**src/rtl/pwf_pkg.sv**
```systemverilog
package pwf_pkg;

  typedef enum logic [1:0] {
    PH_IDLE  = 2'd0,
    PH_BIT   = 2'd1,
    PH_CLOSE = 2'd2
  } phase_t;

  // Slot length in ticks for one coded bit.
  function automatic int slot_ticks(input logic b, input int one_t, input int zero_t);
    return b ? one_t : zero_t;
  endfunction

  // Requested bit count limited to the frame capacity.
  function automatic int clamp_bits(input int req, input int max_b);
    return (req > max_b) ? max_b : req;
  endfunction

endpackage

```
**src/rtl/pwf_slot_timer.sv**
```systemverilog
module pwf_slot_timer #(
  parameter int CW = 8
) (
  input  logic          clk,
  input  logic          rst_n,
  input  logic          clear,
  input  logic          run,
  input  logic          tick_en,
  input  logic [CW-1:0] limit,
  output logic [CW-1:0] cnt,
  output logic          slot_last
);

  assign slot_last = run && tick_en && (cnt == limit - CW'(1));

  always_ff @(posedge clk or negedge rst_n) begin
    if (!rst_n)
      cnt <= '0;
    else if (clear || slot_last)
      cnt <= '0;
    else if (run && tick_en)
      cnt <= cnt + CW'(1);
  end

  // The count stays inside the current slot.
  assert_cnt_bound_R3: assert property (@(posedge clk) disable iff (!rst_n)
    run |-> (cnt < limit));

endmodule

```
**src/rtl/pwf_bit_seq.sv**
```systemverilog
module pwf_bit_seq #(
  parameter int MAX_BITS = 16,
  parameter int NW       = 5
) (
  input  logic                clk,
  input  logic                rst_n,
  input  logic                load,
  input  logic [MAX_BITS-1:0] data_in,
  input  logic [NW-1:0]       count_in,
  input  logic                advance,
  output logic                cur_bit,
  output logic                last_bit
);

  logic [MAX_BITS-1:0] shreg;
  logic [NW-1:0]       remaining;

  assign cur_bit  = shreg[0];
  assign last_bit = (remaining == NW'(1));

  always_ff @(posedge clk or negedge rst_n) begin
    if (!rst_n) begin
      shreg     <= '0;
      remaining <= '0;
    end else if (load) begin
      shreg     <= data_in;
      remaining <= count_in;
    end else if (advance) begin
      shreg     <= {1'b0, shreg[MAX_BITS-1:1]};
      remaining <= remaining - NW'(1);
    end
  end

  // The bit counter never holds more than the frame capacity.
  assert_remaining_bound_R9: assert property (@(posedge clk) disable iff (!rst_n)
    remaining <= NW'(MAX_BITS));

endmodule

```
**src/rtl/pwf_frame_tx.sv**
```systemverilog
module pwf_frame_tx
  import pwf_pkg::*;
#(
  parameter int MAX_BITS    = 16,
  parameter int PAUSE_TICKS = 30,
  parameter int ONE_TICKS   = 150,
  parameter int ZERO_TICKS  = 90,
  localparam int NW = $clog2(MAX_BITS + 1)
) (
  input  logic                clk,
  input  logic                rst_n,
  input  logic                tick_en,
  input  logic                start_i,
  input  logic [MAX_BITS-1:0] data_i,
  input  logic [NW-1:0]       nbits_i,
  output logic                carrier_o,
  output logic                busy_o,
  output logic                done_o,
  output logic                ref_restart_o
);

  localparam int LONGEST = (ONE_TICKS > ZERO_TICKS) ? ONE_TICKS : ZERO_TICKS;
  localparam int CW      = $clog2(LONGEST + 1);

  phase_t        phase;
  logic          accept;
  logic [NW-1:0] count_eff;
  logic          cur_bit;
  logic          last_bit;
  logic [CW-1:0] limit;
  logic [CW-1:0] slot_cnt;
  logic          slot_last;
  logic          bit_end;
  logic          close_end;
  logic          done_q;

  assign accept    = start_i && (phase == PH_IDLE);
  assign count_eff = NW'(clamp_bits(int'(nbits_i), MAX_BITS));
  assign limit     = (phase == PH_CLOSE) ? CW'(PAUSE_TICKS)
                                         : CW'(slot_ticks(cur_bit, ONE_TICKS, ZERO_TICKS));
  assign bit_end   = slot_last && (phase == PH_BIT);
  assign close_end = slot_last && (phase == PH_CLOSE);

  pwf_slot_timer #(.CW(CW)) u_timer (
    .clk       (clk),
    .rst_n     (rst_n),
    .clear     (accept),
    .run       (phase != PH_IDLE),
    .tick_en   (tick_en),
    .limit     (limit),
    .cnt       (slot_cnt),
    .slot_last (slot_last)
  );

  pwf_bit_seq #(.MAX_BITS(MAX_BITS), .NW(NW)) u_seq (
    .clk      (clk),
    .rst_n    (rst_n),
    .load     (accept),
    .data_in  (data_i),
    .count_in (count_eff),
    .advance  (bit_end),
    .cur_bit  (cur_bit),
    .last_bit (last_bit)
  );

  always_ff @(posedge clk or negedge rst_n) begin
    if (!rst_n) begin
      phase  <= PH_IDLE;
      done_q <= 1'b0;
    end else begin
      done_q <= close_end;
      case (phase)
        PH_IDLE:  if (accept) phase <= (count_eff == '0) ? PH_CLOSE : PH_BIT;
        PH_BIT:   if (bit_end && last_bit) phase <= PH_CLOSE;
        PH_CLOSE: if (close_end) phase <= PH_IDLE;
        default:  phase <= PH_IDLE;
      endcase
    end
  end

  assign carrier_o     = (phase == PH_IDLE) ||
                         ((phase == PH_BIT) && (slot_cnt >= CW'(PAUSE_TICKS)));
  assign busy_o        = (phase != PH_IDLE);
  assign done_o        = done_q;
  assign ref_restart_o = done_q;

  assert_idle_carrier_R1: assert property (@(posedge clk) disable iff (!rst_n)
    !busy_o |-> carrier_o);

  assert_done_single_R7: assert property (@(posedge clk) disable iff (!rst_n)
    done_o |=> !done_o);

  assert_done_after_busy_R7: assert property (@(posedge clk) disable iff (!rst_n)
    done_o |-> (!busy_o && $past(busy_o)));

  assert_hold_no_tick_R10: assert property (@(posedge clk) disable iff (!rst_n)
    (busy_o && !tick_en) |=> ($stable(carrier_o) && busy_o));

  assert_ignore_start_R8: assert property (@(posedge clk) disable iff (!rst_n)
    (busy_o && start_i && !tick_en) |=> ($stable(carrier_o) && $stable(slot_cnt)));

endmodule

```
**config.mk**
```make
export PLATFORM = sky130hd
export DESIGN_NAME = pwf_frame_tx
export DESIGN_NICKNAME = d
export VERILOG_FILES = /design/src/rtl/pwf_pkg.sv /design/src/rtl/pwf_slot_timer.sv /design/src/rtl/pwf_bit_seq.sv /design/src/rtl/pwf_frame_tx.sv
export SDC_FILE = /design/constraint.sdc
export NUM_CORES = 1
export LEC_CHECK = 0
export BUFFER_PORTS_ARGS = -buffer_cell sky130_fd_sc_hd__buf_2
export CORE_MARGIN = 2
export CORE_UTILIZATION = 55
export CTS_CLUSTER_SIZE = 16
export DETAILED_ROUTE_END_ITERATION = 10
export PLACE_DENSITY_LB_ADDON = 0.2
export SETUP_SLACK_MARGIN = 0.3
export SYNTH_ARGS = -nofsm -noshare
export SYNTH_HDL_FRONTEND = slang
export SYNTH_SLANG_ARGS = --single-unit
```
**constraint.sdc**
```tcl
create_clock -name clk -period 2.5 [get_ports clk]
set_input_delay 0.25 -clock clk [delete_from_list [all_inputs] [get_ports clk]]
set_output_delay 0.25 -clock clk [all_outputs]
set_load 0.02 [all_outputs]
```
After elaboration in Yosys (flattened, before gate mapping):

Cells that the tools add are included.

* flip-flop bits (word level): 32
* latch bits: 0
* bits in writable memories: 0
* memory bits (read-only): 0
* bits of input ports: 25
* output and inout port bits: 4
* memories: 0

* $add $sub $neg: 3
* multiply operators: 0
* divide/modulo/power cells: 0
* magnitude comparators: 2
* eq/ne operators: 7
* shift operators: 0
* muxes and demuxes: 14
* bitwise gates (word level): 0
* reductions and logical operators: 15

Operators by type and width (count)
* $mux 16: 2
* $mux 8: 4
* $mux 5: 3
* $add 8x1->8 const B: 1
* $eq 8x8->1: 1
* $ge 8x5->1 const B: 1
* $mux 2: 4
* $sub 8x1->8 const B: 1
* $logic_and 1x1->1: 7
* $pmux 2 s3: 1
* $reduce_bool 2->1: 3
* $eq 5x1->1 const B: 1
* $gt 5x5->1 const B: 1
* $logic_not 5->1: 1
* $sub 5x1->5 const B: 1
* $ne 2x2->1 const B: 2
* $reduce_and 3->1: 1
* $eq 2x1->1 const B: 1
* $eq 2x2->1 const B: 1
* $logic_not 2->1: 1
* $logic_or 1x1->1: 2
* $ne 2x1->1 const B: 1

Logic depth before layout (Yosys ltp):

Gate-level depths: netlist of run 1.

* word-level depth: 9
* mapped depth: 8

By module:

A second synthesis of run 1 with hierarchy kept.

* cell total of the unflattened synthesis: 210
* area total of the unflattened synthesis: 1973.1 µm²

Modules (own cells, without submodules)
* pwf_bit_seq: instances 1, cells an instance 98, area an instance 1024.7 µm², seq. area each 525.5 µm²
* pwf_slot_timer: instances 1, cells an instance 79, area an instance 704.4 µm², seq. area each 200.2 µm²
* pwf_frame_tx: instances 1, cells an instance 33, area an instance 244.0 µm², seq. area each 75.1 µm²

Least setup slack after synthesis of run 1:

OpenSTA, ideal clock, no wires.

* path type: register to register
* start: reg phase[1]
* end: reg u_seq.remaining[1]
* data arrival time: 1823 ps
* required time: 2423 ps
* path slack: 600 ps
* stages on the path, launching flop included: 7
* cells stage by stage: dfrtp_1 -> nor2b_2 -> o31a_1 -> a2111oi_2 -> buf_4 -> mux2_2 -> a21oi_1

* longest elaborated chain between the ends: 7
* elaborated cells on any way between the ends: 13
* classes of those cells: add/sub (1); eq/ne (3); mux (2); reduce/logical (7)

Ends and longest elaborated chain
* from (decl): RTL line pwf_frame_tx.sv:25 `phase_t phase;`
* from (signal assigned): RTL line pwf_frame_tx.sv:73 `PH_IDLE: if (accept) phase <= (count_eff == '0) ? PH_CLOSE : PH_BIT;`
* $eq 2x2->1: RTL line pwf_frame_tx.sv:39 `assign limit = (phase == PH_CLOSE) ? CW'(PAUSE_TICKS)`
* $mux 8: RTL line pwf_frame_tx.sv:39
* $sub 8x1->8: RTL line pwf_slot_timer.sv:14 `assign slot_last = run && tick_en && (cnt == limit - CW'(1));`
* $eq 8x8->1: RTL line pwf_slot_timer.sv:14
* $logic_and 1x1->1: RTL line pwf_slot_timer.sv:14
* $logic_and 1x1->1: RTL line pwf_frame_tx.sv:41 `assign bit_end = slot_last && (phase == PH_BIT);`
* $reduce_bool 2->1 (no source line)
* to (signal assigned): RTL line pwf_bit_seq.sv:27 `remaining <= count_in;`
* to (signal assigned): RTL line pwf_bit_seq.sv:30 `remaining <= remaining - NW'(1);`
* to (decl): RTL line pwf_bit_seq.sv:16 `logic [NW-1:0] remaining;`

Several ways; a longest one is shown, not always the timed one.
A chain may end at the register's enable or synchronous reset.

Final worst setup path of run 1:

* start: reg u_timer.cnt[1]
* end: reg phase[0]

* longest elaborated chain between the ends: 6
* elaborated cells on any way between the ends: 8
* classes of those cells: eq/ne (3); reduce/logical (5)

Ends and longest elaborated chain
* from (decl): RTL line pwf_slot_timer.sv:10 `output logic [CW-1:0] cnt,`
* from (signal assigned): RTL line pwf_slot_timer.sv:22 `cnt <= cnt + CW'(1);`
* $eq 8x8->1 (*): RTL line pwf_slot_timer.sv:14
* $logic_and 1x1->1 (*): RTL line pwf_slot_timer.sv:14
* $logic_and 1x1->1: RTL line pwf_frame_tx.sv:41
* $logic_and 1x1->1: RTL line pwf_frame_tx.sv:74 `PH_BIT: if (bit_end && last_bit) phase <= PH_CLOSE;`
* $ne 2x2->1 (no source line)
* $reduce_and 3->1 (no source line) (*)

Mark *: on every way between the ends. The rest lies on a longest branch, timed or not.

==> qor.yml, run 1 <==
status:
  status: "finished, final reports clean"
floorplan:
  ios: 29
  die_area_um2: 3606
  coreArea_um2: 3028
  rows: 20
  die_x_um: 60.05
  start_util_pct: 57.07
  die_h_um: 60.05
drt:
  drc_errors: 0
  wirelength_um: 3358
  drtPass1Iterations: 4
  viasPerCell: 5.310
  postRouteAntennaNets: 0
  via_count: 1370
  drt_iter0_drc: 90
  avgRoutedWirePerCell_um: 13.02
worst_setup_path:
  worstSetupEndpointType: "flip-flop"
  crit_end: "phase[0]"
  startpoint_type: "flip-flop"
  crit_fanout: 7
  path_cells: "inv_1 > ha_1 > o2111ai_1 > a211o_1 > or4_1 > and2_1"
  cpPeakStageDelay_ps: 530
  r2r_cells: 6
  crit_slowest_cell: "or4_1"
  worstPathRequired_ps: 2730
  r2r-start: "u_timer.cnt[1]"
  cp.arrival_ps: 2330
  critPathLaunch: "u_timer.cnt[1]"
  r2r_end: "phase[0]"
  path_class: "flip-flop to flip-flop"
  rrSetupSlack_ps: 410
sta:
  fin_crit_ps: 2095
  slew_headroom_pct: 53.95
  drv_slew: 0
  fmaxAchievable_mhz: 477.4
  finClkSkew_ps: 5.368
  worst_pin_slew_ps: 690.7
  rsz0062_at_grt: "false"
  whs_ps: 129.7
  tns_ps: 0
  setup_viol: 0
  fin_crit_sh_pct: 83.78
  hold_viol: 0
placement:
  gp_congestion: 0.8669
  dpl.hpwl_um: 2383
  portBuffers: 28
  dp_cells: 249
finish:
  multi_input_area_um2: 859.6
  diodes: 0
  regArea_um2: 800.8
  layout-drive-gt1-share_pct: 19.16
  area_delta_synth_final_pct: 14.63
  nets: 243
  finalNonFillerCells: 258
  final.fill_count: 267
grt:
  grt_pass1_vias: 1286
  antenna_found_initial: 0
  grtUsageTotal_pct: 20.95
  use_met1_pct: 25.24
  busiest_layer: "met2"
  grt_max_degree: 38
  grt_pass1_wl_um: 5630
  met2_usage_pct: 36.02
  met3_usage_pct: 6.061
  grt-ovfl-total: 0
cts:
  path_clk_slew_ps: 100
  cts_root_buf: "clkbuf_4"
  clock_latency_ps: 330
  cts_tree: "done"
  numClockSinks: 32
  cts_setup_buffers: 0
  clockBufferDepth: 2
  cts_made_buffers: 5
  cts_max_level: 2
power_and_ir_drop:
  p_per_area_nw_per_um2: 661.5
  cellLeakagePower_nw: 0.8572
  vdd_drop_max_mv: 0.4297
synthesis:
  synth-seq-area-share_pct: 46.34
  synth_cells: 182
  synth_seq_cells: 32
  avgSynthCellArea_um2: 9.494
  synthArstFlopShare_pct: 100.0
  yosys_warnings: 0
  netlist_area_um2: 1728
  yosysUniqueCellTypes: 39
  synth-edff-count: 0
  syn-num-nets: 212
  synthFlopType: "dfrtp_1"
worst_hold_path:
  hold_class: "primary input to flip-flop"
flow_run:
  max_cap_viol_count: 0
-- critical path, delay by kind of cell, from the launching register on --
kind	cells	cell delay (ps)
buffers and inverters	1	90
AO/OA/AOI/OAI	2	640
AND/OR/NAND/NOR	2	690
flip-flops	1	440
adder cells (fa/ha/maj)	1	140
-- report_power, final --
part           switching, W  internal, W
Combinational      0.000151     0.000134
Clock              0.000174     0.000139
Sequential        0.0000977     0.000614
Total              0.000423     0.000887
-- sequential cells by signal, summed over array words and instances (netlist names) --
signal           count
phase                2
u_seq.shreg         16
u_seq.remaining      5
u_timer.cnt          8
done_o               1
-- layer usage --
metal  vias up  wire length [um]
li1        696                 -
met1       644              1506
met2        28              1693
met3         2               134
met4         0                23
met5         -                 0
-- worst min-delay path by stage --
stage | start | endpoint | cells past startpoint
after floorplan | rst_n | done_o | 0
after global placement | rst_n | done_o | 1
after detailed placement | rst_n | u_seq.remaining[4] | 1
after CTS | data_i[15] | u_seq.shreg[15] | 3
after global routing | data_i[3] | u_seq.shreg[3] | 3
final | data_i[15] | u_seq.shreg[15] | 3
-- cells in the final DEF (no fill, tap or decap), drive strengths merged, types with 8 or more instances in the layout --
cell type	count
a21oi	22
buf	31
clkbuf	8
dfrtp	32
inv	8
mux2i	15
nand2	11
nor2	29
o21ai	8
-- per-stage QoR --
step / area, um^2 / power (W) / setup WS (ps) / utilization (%)
6_report: 1981 / 0.001310 / 405.5 / 65.41
5_1_grt: 1981 / 0.001395 / 316.1 / 65.41
4_1_cts: 1973 / 0.001319 / 383.7 / 65.17
3_5_place_dp: 1904 / 0.001005 / 402.9 / 62.89
3_3_place_gp: 1904 / 0.0009874 / 523.5 / 62.89
2_1_floorplan: 1728 / 0.0009009 / 599.8 / -
-- cell type report --
type / count / area share (%)
inverters: 8 / 1.516
multi-input cells: 134 / 43.40
flip-flops and latches: 32 / 40.43
clock buffers: 8 / 2.969
repair buffers: 32 / 8.907
well taps: 44 / 2.780
-- cell families after synthesis --
family / count (synthesis) / synth area share [%]
AO/OA/AOI/OAI: 41 / 14.19
adder cells (fa/ha/maj): 5 / 3.621
flip-flops: 32 / 46.34
XOR/XNOR: 8 / 4.055
AND/OR/NAND/NOR: 64 / 17.60
buffers and inverters: 16 / 4.852
multiplexers: 16 / 9.341
-- synthesized netlist by cell type (2+ instances only) --
cell type  instances  area (um^2)
a21oi_1           22        110.1
and2_1             3        18.77
buf_4              2        15.01
clkbuf_1           5        18.77
dfrtp_1           32        800.8
ha_1               5        62.56
inv_1              8        30.03
mux2i_1           15        150.1
nand2_1           11        41.29
nand3_1            3        15.01
nand4_1            5        31.28
nor2_1            29        108.9
nor3_1             3        15.01
o21ai_0            5        25.02
o21ai_1            3        15.01
o31a_1             2        17.52
xnor2_1            3        26.28
xor2_1             5        43.79
-- timing repair --
action,CTS,global route
hold buffers,1,0
hold endpoints to repair,32,0
setup endpoints to repair,0,3
resized for setup,0,2
(Power assumes the default switching activity.)
==> run 2: changes to the inputs <==
- clock period: 2.5 -> 2.2 ns (I/O delays scaled with it)
==> qor.yml, run 2 (synthesis gave the netlist of run 1 again) <==
sta:
  fmaxAchievable_mhz: 521.7
  finClkSkew_ps: 10.36
  setup_viol: 0
  worst_pin_slew_ps: 707.6
  fin_crit_ps: 1917
  drv_slew: 0
  fin_crit_sh_pct: 87.13
  whs_ps: 83.78
  rsz0062_at_grt: "true"
  tns_ps: 0
  hold_viol: 0
  slew_headroom_pct: 52.83
cts:
  path_clk_slew_ps: 100
  clockBufferDepth: 2
  clock_latency_ps: 340
  numClockSinks: 32
  cts_root_buf: "clkbuf_4"
  cts_max_level: 2
  cts_made_buffers: 5
  cts_tree: "done"
finish:
  multi_input_area_um2: 894.6
  diodes: 0
  reg_top3: "u_seq.shreg: 16 flops, u_timer.cnt: 8 flops, u_seq.remaining: 5 flops"
  nets: 256
  area_delta_synth_final_pct: 24.47
  stdcell_area_um2: 2151
  final.fill_count: 238
  layout-drive-gt1-share_pct: 28.76
  finalNonFillerCells: 270
  largest_reg_flops: 16
  final_cell_mix: "nor2_1 (29), dfrtp_1 (29), buf_2 (28), a21oi_1 (21), mux2i_1 (15)"
  postLayoutCoreUtil_pct: 71.03
  regMostFlops: "u_seq.shreg"
  regArea_um2: 804.5
floorplan:
  ios: 29
  die_area_um2: 3606
  start_util_pct: 57.07
  rows: 20
  die_x_um: 60.05
  coreArea_um2: 3028
  die_h_um: 60.05
placement:
  dp_cells: 250
  dpl_cell_area_um2: 1929
  portBuffers: 28
  gp_congestion: 0.8374
  dpl.hpwl_um: 2463
status:
  status: "finished, final reports clean"
grt:
  grt-ovfl-total: 0
  grt_pass1_vias: 1449
  grtUsageTotal_pct: 22.57
  grt_pass1_wl_um: 5975
  antenna_found_initial: 0
  grt_max_degree: 35
power_and_ir_drop:
  vdd_drop_max_mv: 0.3692
  cellLeakagePower_nw: 0.9358
  p_per_area_nw_per_um2: 699.2
worst_setup_path:
  cpPeakStageDelay_ps: 440
  cp.arrival_ps: 2130
  worstPathRequired_ps: 2420
  path_cells: "buf_4 > and2b_2 > nand2_2 > a2111oi_4 > buf_6 > clkbuf_16 > mux2i_1 > a21oi_1"
  crit_slowest_cell: "dfrtp_2"
  worstSetupEndpointType: "flip-flop"
  crit_fanout: 5
  startpoint_type: "flip-flop"
  path_class: "flip-flop to flip-flop"
drt:
  drt_iter0_drc: 70
  wirelength_um: 3681
  drtPass1Iterations: 4
  postRouteAntennaNets: 0
  drc_errors: 0
  viasPerCell: 5.452
  via_count: 1472
  avgRoutedWirePerCell_um: 13.63
worst_hold_path:
  hold_class: "primary input to flip-flop"
flow_run:
  max_cap_viol_count: 0
run 2: final cells by class:
| type | instances | share of cell area, % |
|---|---|---|
| Inverter | 8 | 1.396 |
| Clock inverter | 1 | 0.2327 |
| Tap cell | 44 | 2.560 |
| Clock buffer | 6 | 1.920 |
| Timing Repair Buffer | 45 | 14.89 |
| Sequential cell | 32 | 37.41 |
| Multi-Input combinational cell | 134 | 41.59 |
run 2: final timing paths:
| kind | endpoint | cells after the start | startpoint | slack, ps |
|---|---|---|---|---|
| setup / recovery | u_seq.shreg[12] | 8 | phase[1] | 280 |
| setup reg to reg | u_seq.shreg[12] | 8 | phase[1] | 280 |
| min in group asynchronous | phase[0] | 2 | rst_n | 450 |
| hold reg to reg | u_seq.shreg[15] | 2 | u_seq.shreg[15] | 540 |
| max in group asynchronous | u_timer.cnt[2] | 2 | rst_n | 1250 |
| hold / removal | u_seq.shreg[15] | 3 | data_i[15] | 80 |
run 2: power breakdown:
group	leakage (nW)	total, W	switching, W	internal (W)
clock	0.0281	0.000313	0.000196	0.000118
combinational	0.518	0.000389	0.000203	0.000186
sequential	0.389	0.000802	0.000102	0.000700
run 2: worst max-delay path, delay by kind of cell (launching register included):
| family | cells | cell delay [ps] |
|---|---|---|
| mux | 1 | 190 |
| simple gates | 2 | 310 |
| compound gates | 2 | 360 |
| buf+inv | 3 | 480 |
| flops | 1 | 440 |
run 2: repair_timing:
action,in CTS,in global routing
hold buffers,1,0
pin swaps,4,13
buffers inserted,9,2
hold endpoints to repair,32,0
resized for setup,5,11
gates cloned,0,1
endpoints found under the setup margin,20,28
run 2: per-layer routing:
layer | up-vias | routed length [um] | track usage (%)
met5 | - | 0 | 0
met4 | 0 | 55 | 8.254
met3 | 7 | 199 | 7.143
met2 | 45 | 1913 | 41.46
met1 | 696 | 1513 | 23.82
li1 | 724 | - | -
run 2: metrics by stage:
stage,total power (W),setup slack (ps)
6_report,0.001504,283.2
5_1_grt,0.001608,170.8
3_3_place_gp,0.001122,166.5
3_5_place_dp,0.001144,134.6
4_1_cts,0.001477,283.0
2_1_floorplan,0.001024,313.1
==> run 3: changes to the inputs <==
- CELL_PAD_IN_SITES_DETAIL_PLACEMENT: default -> 2
- CELL_PAD_IN_SITES_GLOBAL_PLACEMENT: default -> 2
- CORE_UTILIZATION: 55 -> 37
- clock period: 2.2 -> 2.3 ns (I/O delays scaled with it)
==> qor.yml, run 3 (synthesis gave the netlist of run 1 again) <==
floorplan:
  die_x_um: 72.34
  ios: 29
  die_area_um2: 5232
  die_h_um: 72.34
  coreArea_um2: 4414
  start_util_pct: 39.14
  rows: 24
drt:
  drc_errors: 0
  avgRoutedWirePerCell_um: 17.99
  postRouteAntennaNets: 0
  drtPass1Iterations: 4
  wirelength_um: 4928
  drt_iter0_drc: 42
  viasPerCell: 5.343
  via_count: 1464
finish:
  final_cell_mix: "nor2_1 (29), dfrtp_1 (29), buf_2 (28), a21oi_1 (22), mux2i_1 (14)"
  multi_input_area_um2: 878.3
  final.fill_count: 485
  regMostFlops: "u_seq.shreg"
  nets: 251
  diodes: 0
  layout-drive-gt1-share_pct: 25.68
  regArea_um2: 804.5
  largest_reg_flops: 16
  area_delta_synth_final_pct: 23.32
  stdcell_area_um2: 2131
  reg_top3: "u_seq.shreg: 16 flops, u_timer.cnt: 8 flops, u_seq.remaining: 5 flops"
worst_setup_path:
  startpoint_type: "flip-flop"
  worstSetupEndpointType: "flip-flop"
  r2r_end: "u_seq.remaining[2]"
  r2r-start: "phase[1]"
  rrSetupSlack_ps: 230
  critPathLaunch: "phase[1]"
  crit_end: "u_seq.remaining[2]"
  r2r_cells: 6
  cp.arrival_ps: 2290
  crit_fanout: 6
  path_class: "flip-flop to flip-flop"
  worstPathRequired_ps: 2520
grt:
  grtUsageTotal_pct: 19.58
  grt_pass1_vias: 1572
  grt-ovfl-total: 0
  grt_max_degree: 38
  grt_pass1_wl_um: 7921
  antenna_found_initial: 0
sta:
  fin_crit_sh_pct: 90.16
  tns_ps: 0
  postLayoutSetupSlackWorst_ps: 226.3
  drv_slew: 0
  fmaxAchievable_mhz: 482.2
  worst_pin_slew_ps: 737.2
  finClkSkew_ps: 3.545
  fin_crit_ps: 2074
  setup_viol: 0
  hold_viol: 0
  slew_headroom_pct: 50.85
  rsz0062_at_grt: "true"
cts:
  hold_buffers: 0
  clock_latency_ps: 280
  numClockSinks: 32
  path_clk_slew_ps: 70
  cts_max_level: 2
  cts_tree: "done"
  clockBufferDepth: 2
  cts_root_buf: "clkbuf_8"
  cts_made_buffers: 5
placement:
  dpl_cell_area_um2: 1922
  pre_cts_slack_ps: 159.5
  dpl.hpwl_um: 3155
  portBuffers: 28
  gp_congestion: 0.8124
status:
  status: "finished, final reports clean"
flow_run:
  max_cap_viol_count: 0
power_and_ir_drop:
  cellLeakagePower_nw: 0.9238
  vdd_drop_max_mv: 0.3644
  p_per_area_nw_per_um2: 784.4
worst_hold_path:
  hold_class: "primary input to asynchronous set/reset pin"
-- run 3: cell count changes in the layout (fill, tap and decap cells not counted), moves of 2 or more --
cell      before  now
buf_4         11    9
buf_12         2    0
clkbuf_8       0    5
clkbuf_4       5    0
-- run 3: timing repair --
item,in CTS,in global routing
cloned,0,0
setup buffers,4,4
endpoints found under the setup margin,21,22
resized for setup,7,6
pin swaps,2,5
-- run 3: through the flow --
stage | std cells | utilization (%) | power (W) | hold WS [ps]
floorplan | 182 | - | 0.0009792 | -65.59
detailed placement | 258 | 43.54 | 0.001119 | 339.1
CTS | 270 | 47.22 | 0.001673 | 35.56
finish | 274 | 48.27 | 0.001671 | 7.207
global placement | 258 | 43.54 | 0.001080 | 322.4
global route | 274 | 48.27 | 0.001777 | 66.76
-- run 3: worst min path at each step --
stage | start | endpoint | cells past startpoint
CTS | rst_n | u_seq.remaining[0] | 1
finish | rst_n | u_seq.remaining[4] | 1
global placement | rst_n | phase[0] | 1
global route | rst_n | u_seq.shreg[15] | 1
detailed placement | rst_n | phase[0] | 1
floorplan | rst_n | done_o | 0
-- run 3: critical path, cell delays in order, from the launching register on --
cell,delay (ps)
dfrtp_2,460
or2b_1,200
nand4b_1,230
a211o_1,420
buf_6,140
nor4_1,370
o31a_1,190
-- run 3: routing by layer --
| metal | global-route usage (%) | part of all wire, % |
|---|---|---|
| met4 | 5.031 | 0.75 |
| met1 | 25.20 | 44 |
| met5 | 0 | 0 |
| met2 | 33.94 | 52 |
| met3 | 3.472 | 3.3 |
-- run 3: power by group --
group	leakage, nW	switching [W]	internal, W	total (W)
Sequential	0.390	0.000117	0.000670	0.000787
Clock	0.0552	0.000216	0.000321	0.000538
Combinational	0.479	0.000194	0.000152	0.000347
-- run 3: area by class of cell --
cell class	instances	area share, %
repair buffers	40	11.51
clock inverters	2	1.644
clock buffers	6	3.406
flip-flops and latches	32	37.76
inverters	8	1.409
well taps	52	3.053
multi-input cells	134	41.22
